[config.mk]
export PLATFORM = sky130hd
export DESIGN_NAME = lt_status_eval
export DESIGN_NICKNAME = d
export VERILOG_FILES = /design/src/rtl/lt_pkg.sv /design/src/rtl/lt_lane_mask.sv /design/src/rtl/lt_lane_check.sv /design/src/rtl/lt_drive_merge.sv /design/src/rtl/lt_status_eval.sv
export SDC_FILE = /design/constraint.sdc
export NUM_CORES = 1
export LEC_CHECK = 0
export BUFFER_PORTS_ARGS = -buffer_cell sky130_fd_sc_hd__buf_4
export CAP_MARGIN = 20
export CORE_UTILIZATION = 43
export DETAILED_ROUTE_END_ITERATION = 10
export PLACE_DENSITY = 0.88
export SYNTH_ARGS = -nofsm -noshare
export SYNTH_HDL_FRONTEND = slang
export SYNTH_HIERARCHICAL = 1
export SYNTH_SLANG_ARGS = --single-unit
[constraint.sdc]
create_clock -name clk_i -period 1.6 [get_ports clk_i]
set_input_delay 0.32 -clock clk_i [delete_from_list [all_inputs] [get_ports clk_i]]
set_output_delay 0.32 -clock clk_i [all_outputs]
set_load 0.01 [all_outputs]
[src/rtl/lt_pkg.sv]
package lt_pkg;
  localparam int unsigned LANES      = 4;
  localparam int unsigned STAT_BYTES = 6;
  localparam int unsigned STAT_W     = 8 * STAT_BYTES;
  localparam int unsigned LVL_W      = 2;
  localparam int unsigned ALIGN_BYTE = 2;
  localparam int unsigned ADJ_BYTE   = 4;
  localparam int unsigned CNT_W      = 3;

  typedef logic [LVL_W-1:0] lvl_t;

  typedef struct packed {
    logic [1:0] rsvd;
    logic       pre_max;
    lvl_t       pre;
    logic       swing_max;
    lvl_t       swing;
  } train_t;

  function automatic lvl_t pre_ceiling(lvl_t sw);
    case (sw)
      2'd0, 2'd1: return 2'd2;
      2'd2:       return 2'd1;
      default:    return 2'd0;
    endcase
  endfunction
endpackage

[src/rtl/lt_lane_mask.sv]
module lt_lane_mask
  import lt_pkg::*;
(
  input  logic [CNT_W-1:0] cnt_i,
  output logic [LANES-1:0] mask_o
);
  always_comb begin
    case (cnt_i)
      3'd1:    mask_o = 4'b0001;
      3'd2:    mask_o = 4'b0011;
      default: mask_o = 4'b1111; // 4 and unsupported counts
    endcase
  end
endmodule

[src/rtl/lt_lane_check.sv]
module lt_lane_check
  import lt_pkg::*;
(
  input  logic [STAT_W-1:0] status_i,
  input  logic [LANES-1:0]  mask_i,
  output logic              cr_ok_o,
  output logic              eq_ok_o
);
  logic [LANES-1:0] cr_pass;
  logic [LANES-1:0] eq_pass;

  for (genvar l = 0; l < LANES; l++) begin : g_lane
    localparam int unsigned OFS = 8 * (l / 2) + 4 * (l % 2);
    logic [3:0] nib;
    assign nib        = status_i[OFS +: 4];
    assign cr_pass[l] = nib[0] | ~mask_i[l];
    assign eq_pass[l] = (&nib[2:0]) | ~mask_i[l];
  end

  assign cr_ok_o = &cr_pass;
  assign eq_ok_o = status_i[8*ALIGN_BYTE] & (&eq_pass);
endmodule

[src/rtl/lt_drive_merge.sv]
module lt_drive_merge
  import lt_pkg::*;
(
  input  logic [15:0]      adj_i,
  input  logic [LANES-1:0] mask_i,
  output train_t           train_o
);
  lvl_t sw_req [LANES];
  lvl_t pe_req [LANES];

  for (genvar l = 0; l < LANES; l++) begin : g_req
    localparam int unsigned OFS = 8 * (l / 2) + 4 * (l % 2);
    // inactive lanes contribute level 0, neutral for max
    assign sw_req[l] = mask_i[l] ? adj_i[OFS +: 2]     : '0;
    assign pe_req[l] = mask_i[l] ? adj_i[OFS + 2 +: 2] : '0;
  end

  lvl_t sw_top, pe_top, ceil;

  always_comb begin
    sw_top = '0;
    pe_top = '0;
    for (int l = 0; l < LANES; l++) begin
      if (sw_req[l] > sw_top) sw_top = sw_req[l];
      if (pe_req[l] > pe_top) pe_top = pe_req[l];
    end
  end

  assign ceil = pre_ceiling(sw_top);

  always_comb begin
    train_o           = '0;
    train_o.swing     = sw_top;
    train_o.swing_max = (sw_top == 2'd3);
    train_o.pre_max   = (pe_top >= ceil);
    train_o.pre       = (pe_top >= ceil) ? ceil : pe_top;
  end
endmodule

[src/rtl/lt_status_eval.sv]
module lt_status_eval
  import lt_pkg::*;
#(
  parameter bit REG_OUT = 1'b1
) (
  input  logic                 clk_i,
  input  logic                 rst_ni,
  input  logic [CNT_W-1:0]     lane_cnt_i,
  input  logic [STAT_W-1:0]    link_status_i,
  output logic                 cr_done_o,
  output logic                 eq_done_o,
  output logic [8*LANES-1:0]   lane_train_o
);
  logic [LANES-1:0]   mask;
  logic               cr_c, eq_c;
  train_t             train_c;
  logic [8*LANES-1:0] bcast_c;

  lt_lane_mask u_mask (
    .cnt_i  (lane_cnt_i),
    .mask_o (mask)
  );

  lt_lane_check u_check (
    .status_i (link_status_i),
    .mask_i   (mask),
    .cr_ok_o  (cr_c),
    .eq_ok_o  (eq_c)
  );

  lt_drive_merge u_merge (
    .adj_i   (link_status_i[8*ADJ_BYTE +: 16]),
    .mask_i  (mask),
    .train_o (train_c)
  );

  assign bcast_c = {LANES{train_c}};

  if (REG_OUT) begin : g_reg
    always_ff @(posedge clk_i or negedge rst_ni) begin
      if (!rst_ni) begin
        cr_done_o    <= 1'b0;
        eq_done_o    <= 1'b0;
        lane_train_o <= '0;
      end else begin
        cr_done_o    <= cr_c;
        eq_done_o    <= eq_c;
        lane_train_o <= bcast_c;
      end
    end
  end else begin : g_comb
    assign cr_done_o    = cr_c;
    assign eq_done_o    = eq_c;
    assign lane_train_o = bcast_c;
  end

  train_t t0;
  assign t0 = train_t'(lane_train_o[7:0]);

  a_r3_eq_needs_cr: assert property (@(posedge clk_i) disable iff (!rst_ni)
    eq_done_o |-> cr_done_o);

  a_r8_lanes_same: assert property (@(posedge clk_i) disable iff (!rst_ni)
    lane_train_o[8*LANES-1:8] == {(LANES-1){lane_train_o[7:0]}});

  a_r5_swing_flag: assert property (@(posedge clk_i) disable iff (!rst_ni)
    t0.swing_max == (t0.swing == 2'd3));

  a_r6_pre_cap: assert property (@(posedge clk_i) disable iff (!rst_ni)
    t0.pre <= pre_ceiling(t0.swing));

  a_r6_pre_flag: assert property (@(posedge clk_i) disable iff (!rst_ni)
    t0.pre_max |-> (t0.pre == pre_ceiling(t0.swing)));

  a_r7_rsvd_zero: assert property (@(posedge clk_i) disable iff (!rst_ni)
    t0.rsvd == 2'b00);
endmodule

## Word level (Yosys, flattened, before mapping)

Index checks and enable logic that the tools add are counted.

| cells by class | value |
|---|---|
| $add $sub $neg | 0 |
| multiply operators | 0 |
| divide/modulo/power cells | 0 |
| magnitude comparators | 9 |
| equal/unequal tests | 5 |
| shift operators | 0 |
| mux-type cells | 19 |
| bitwise logic cells | 13 |
| reductions and logical operators | 8 |

Operators with widths:

| operator | count |
|---|---|
| 2-to-1 mux 2 bit | 17 |
| greater-than comparator 2 bit | 6 |
| AND reduction 3 bit | 4 |
| OR 1 bit | 8 |
| case mux 4 bit (2 select lines) | 1 |
| AND reduction 4 bit | 2 |
| equality test 2 bit (second input constant) | 2 |
| greater-than comparator 2 x 1 -> 1 bit (second input constant) | 2 |
| inverter 1 bit | 4 |
| case mux 2 bit (2 select lines) | 1 |
| equality test 3 x 1 -> 1 bit (second input constant) | 1 |
| equality test 3 x 2 -> 1 bit (second input constant) | 1 |
| equality test 2 x 1 -> 1 bit (second input constant) | 1 |
| >= comparator 2 bit | 1 |
| logical NOT 2 bit | 1 |
| OR reduction 2 bit | 1 |
| AND 1 bit | 1 |

| word-level totals | value |
|---|---|
| register bits after elaboration | 26 |
| bits in latches | 0 |
| bits in writable memories | 0 |
| memory bits (read-only) | 0 |
| bits of input ports | 53 |
| output and inout bits | 34 |
| word-level logic and storage cells | 57 |
| memories | 0 |

## Depth between registers and ports, before layout

| depth | value |
|---|---|
| depth in word-level cells | 16 |
| gate-level depth with buffers | 23 |
| mapped depth without buffers | 22 |

## By module

Netlist, hierarchy kept.

By module, submodules not included:

| module | times used | cells an instance | area an instance (µm²) | seq. area each (µm²) |
|---|---|---|---|---|
| lt_drive_merge | 1 | 82 | 579.3 | 0.0 |
| lt_status_eval | 1 | 34 | 430.4 | 250.2 |
| lt_lane_check | 1 | 13 | 70.1 | 0.0 |
| lt_lane_mask | 1 | 6 | 42.5 | 0.0 |

## Worst setup path after synthesis

Ideal clock, no wire load.

| path | value |
|---|---|
| kind | input port to flip-flop |
| start point | input lane_cnt_i[1] |
| end point | register lane_train_o[27] |
| setup time | 0.095 ns |
| arrival | 4.055 ns |
| required time | 1.505 ns |
| slack | -2.551 ns |
| cell stages on the path | 22 |
| path buffers | 0 |
| cell sequence | or3b_1 > and2_1 > ha_1 > nor2b_1 > o21ai_1 > mux2i_1 > ha_1 > inv_1 > o22ai_1 > nand2_1 > o21ai_0 > ha_1 > inv_1 > o22ai_1 > o21ai_0 > a21oi_1 > o21bai_1 > ha_1 > nand2b_1 > a21oi_1 > o21ai_0 > o32ai_2 |

RTL lines:

| element | line | text |
|---|---|---|
| start, declared | lt_status_eval.sv:8 | `input logic [CNT_W-1:0] lane_cnt_i,` |
| end signal, assigned | lt_status_eval.sv:48 | `lane_train_o <= bcast_c;` |
| end, declared | lt_status_eval.sv:12 | `output logic [8*LANES-1:0] lane_train_o` |

==> flow_metrics.tcl <==
set metrics [dict create \
    cts_sinks 10 \
    yosysWarnings 6 \
    drtPass1Iterations 6 \
    grtUsageTotal_pct 22.89 \
    fin_setup_tns_ns -7.747 \
    port_buffers 67 \
    num_vias 1185 \
    cts_tree "done" \
    route.detailed.drc 0 \
    holdPathStages 3 \
    critPathCaptureType "flip-flop" \
    syn_inst 135 \
    crit_buf_inv 5 \
    n_antenna_cell 0 \
    path_clk_slew_ns 0.06 \
    synth_common_cells "buf_4 (28), inv_1 (21), ha_1 (20), nand2_1 (14), dfrtp_1 (10)" \
    via_per_inst 4.778 \
    synth_top_area_share_pct 22.30 \
    fmax_mhz 258.6 \
    seq_area_sq_um 250.2 \
    yosysMostFrequentCell "buf_4" \
    crit_chain "buf_6, or3b_4, and2_4, ha_4, nor2b_4, o21ai_2, mux2i_2, ha_1, inv_2, o22ai_4, nand2_1, o21ai_1, ha_1, inv_2, o22ai_4, buf_4, buf_4, o21bai_1, ha_1, nand2b_4, a21oi_4, o21ai_2, o32ai_2" \
    dp_slack_ns -2.522 \
    die-height_um 53.09 \
    rsz0062_at_grt "true" \
    status "finished, violations left" \
    die_w_um 53.09 \
    ys_seq_area_share_pct 22.30 \
    async_flop_share_pct 100.0 \
    finalWeightedCongestion 0.6870 \
    synth_enable_flop_cells 0 \
    synthTopCellsByArea "dfrtp_1 (22%), ha_1 (22%), buf_4 (19%)" \
    timing.final.crit_share_pct 241.7 \
    worst-path-max-fanout 3 \
    clockPowerShare_pct 13.4 \
    swShare_pct 34.86 \
    io_pins 87 \
    syn_avg_cell_area_sq_um 8.314 \
    maxCapViolCount 0 \
    power_frac_comb_pct 66.6 \
    power.leakage_nw 1.094 \
    synth_largest_area_cell "dfrtp_1" \
    p_per_area_nw_per_um2 786.5 \
    placed_cells 227 \
    numCtsBuffers 3 \
    postRouteAntennaNets 0 \
    avgRoutedWirePerCell_um 13.38 \
    nets 292 \
    slew_viol_final 0 \
    cp_top_family "adder cells" \
    fin_cells 248 \
    fin_total_pwr_mw 1.595 \
    multi_input_area_sq_um 809.5 \
    initial_core_util_pct 45.30 \
    grt_antenna_before_repair 0 \
    first_global_vias 1162 \
    synth-seq-cells 10 \
    drtIter0Drc 12 \
    switchingPower_mw 0.5561 \
    setup_viol 5 \
    internal_power_mw 1.039 \
    hp-class "primary input to flip-flop" \
    grt_pass1_wl_um 4595 \
    p_seq_share_pct 20.0 \
    syn_area_sq_um 1122 \
    clock_path_buffers 2 \
    crit_top_cell "ha_1" \
    synth-main-ff-cell "dfrtp_1" \
    arrival_ns 4.03 \
    drive_gt1_share_pct 67.89 \
    syn_to_final_growth_pct 80.71 \
    ir_drop_mv 0.6746 \
    netlist-cell-type-count 27 \
    stdcell_area_sq_um 2028 \
    num_rows 18 \
    min_period_ns 3.867 \
    placedInstanceArea_sq_um 1742 \
    cp_slowest_cell "or3b_4" \
    cp.required_ns 1.76 \
    setup_ws_ns -2.267 \
    h-tree-depth 1 \
    grt_max_degree 11 \
    final_core_util_pct 81.87 \
    path_depth 23 \
    routed_wl_um 3317 \
    holdWs_ns 0.3586 \
    violations "setup timing" \
    cp-start-kind "primary input" \
    critPathMaxStageDelay_ns 0.40 \
    overflow 0 \
    worst-setup-path-type "primary input to flip-flop" \
    fill_cells 147 \
    die-area_sq_um 2819 \
    core-area_sq_um 2477 \
    hold_viol_final 0 \
    clockRootBuffer "clkbuf_4" \
    hpwl_um 2291 \
]
## kinds of logic (layout without fill, tap and decap cells)
family / Yosys count / in the layout / synth area share (%)
buffers and inverters: 49 / 131 / 25.75
and+or+nand+nor: 33 / 33 / 14.05
adders and majority gates: 20 / 20 / 22.30
AOI/OAI and AO/OA: 17 / 17 / 11.15
DFF: 10 / 10 / 22.30
muxes: 3 / 3 / 3.010
other: 2 / 3 / 0.6691
xor gates and xnor gates: 1 / 1 / 0.7805
## sequential cells by signal, summed over array words and instances (netlist names)
signal        flops
eq_done_o         1
lane_train_o      8
cr_done_o         1
## area by class of cell
| class | instances | area share, % |
|---|---|---|
| Multi-Input combinational cell | 77 | 39.91 |
| Clock buffer | 4 | 1.789 |
| Inverter | 21 | 4.010 |
| Timing Repair Buffer | 106 | 40.10 |
| Sequential cell | 10 | 12.34 |
| Tap cell | 30 | 1.851 |
## layer usage
| metal | vias up | GRT usage (%) | share of wire (%) |
|---|---|---|---|
| li1 | 571 | - | - |
| met1 | 534 | 19.76 | 31 |
| met2 | 72 | 50.63 | 60 |
| met3 | 8 | 0.8621 | 7.0 |
| met4 | 0 | 10.96 | 2.2 |
| met5 | - | 0 | 0 |
## worst min-delay path, delay by kind of cell
family	cells	cell delay [ns]
buffers and inverters	2	0.15
AO/OA/AOI/OAI	1	0.08
## worst paths after layout
check                            startpoint               end  slack (ns)
min in group asynchronous            rst_ni  lane_train_o[26]        0.42
worst max-delay path          lane_cnt_i[1]  lane_train_o[27]       -2.27
worst min-delay path       link_status_i[8]         cr_done_o        0.36
max in group asynchronous            rst_ni  lane_train_o[24]        1.05
## power groups by stage
stage | clock, mW | combinational [mW] | sequential (mW)
after CTS | 0.222 | 0.933 | 0.321
final | 0.213 | 1.06 | 0.319
after global routing | 0.236 | 1.14 | 0.325
after detailed placement | 0 | 0.817 | 0.325
after global placement | 0 | 0.780 | 0.323
after floorplan | 0 | 0.526 | 0.339
## cell usage in the layout (no fill, tap or decap), types with 4 or more instances in the layout
| master | instances |
|---|---|
| o21ai_2 | 4 |
| ha_1 | 10 |
| inv_1 | 14 |
| inv_2 | 6 |
| nand3_1 | 4 |
| buf_4 | 101 |
| nand2_1 | 14 |
| dfrtp_1 | 10 |
| nor2_1 | 4 |
| ha_4 | 9 |
| buf_6 | 4 |
## timing repair
| action | CTS | global route |
|---|---|---|
| hold buffers | 1 | 0 |
| buffers inserted | 11 | 5 |
| endpoints found under the setup margin | 5 | 6 |
| endpoints found under the hold margin | 10 | 0 |
| pin swaps | 12 | 13 |
| resized for setup | 9 | 21 |
Note: power is estimated with default switching activity, not from simulation.
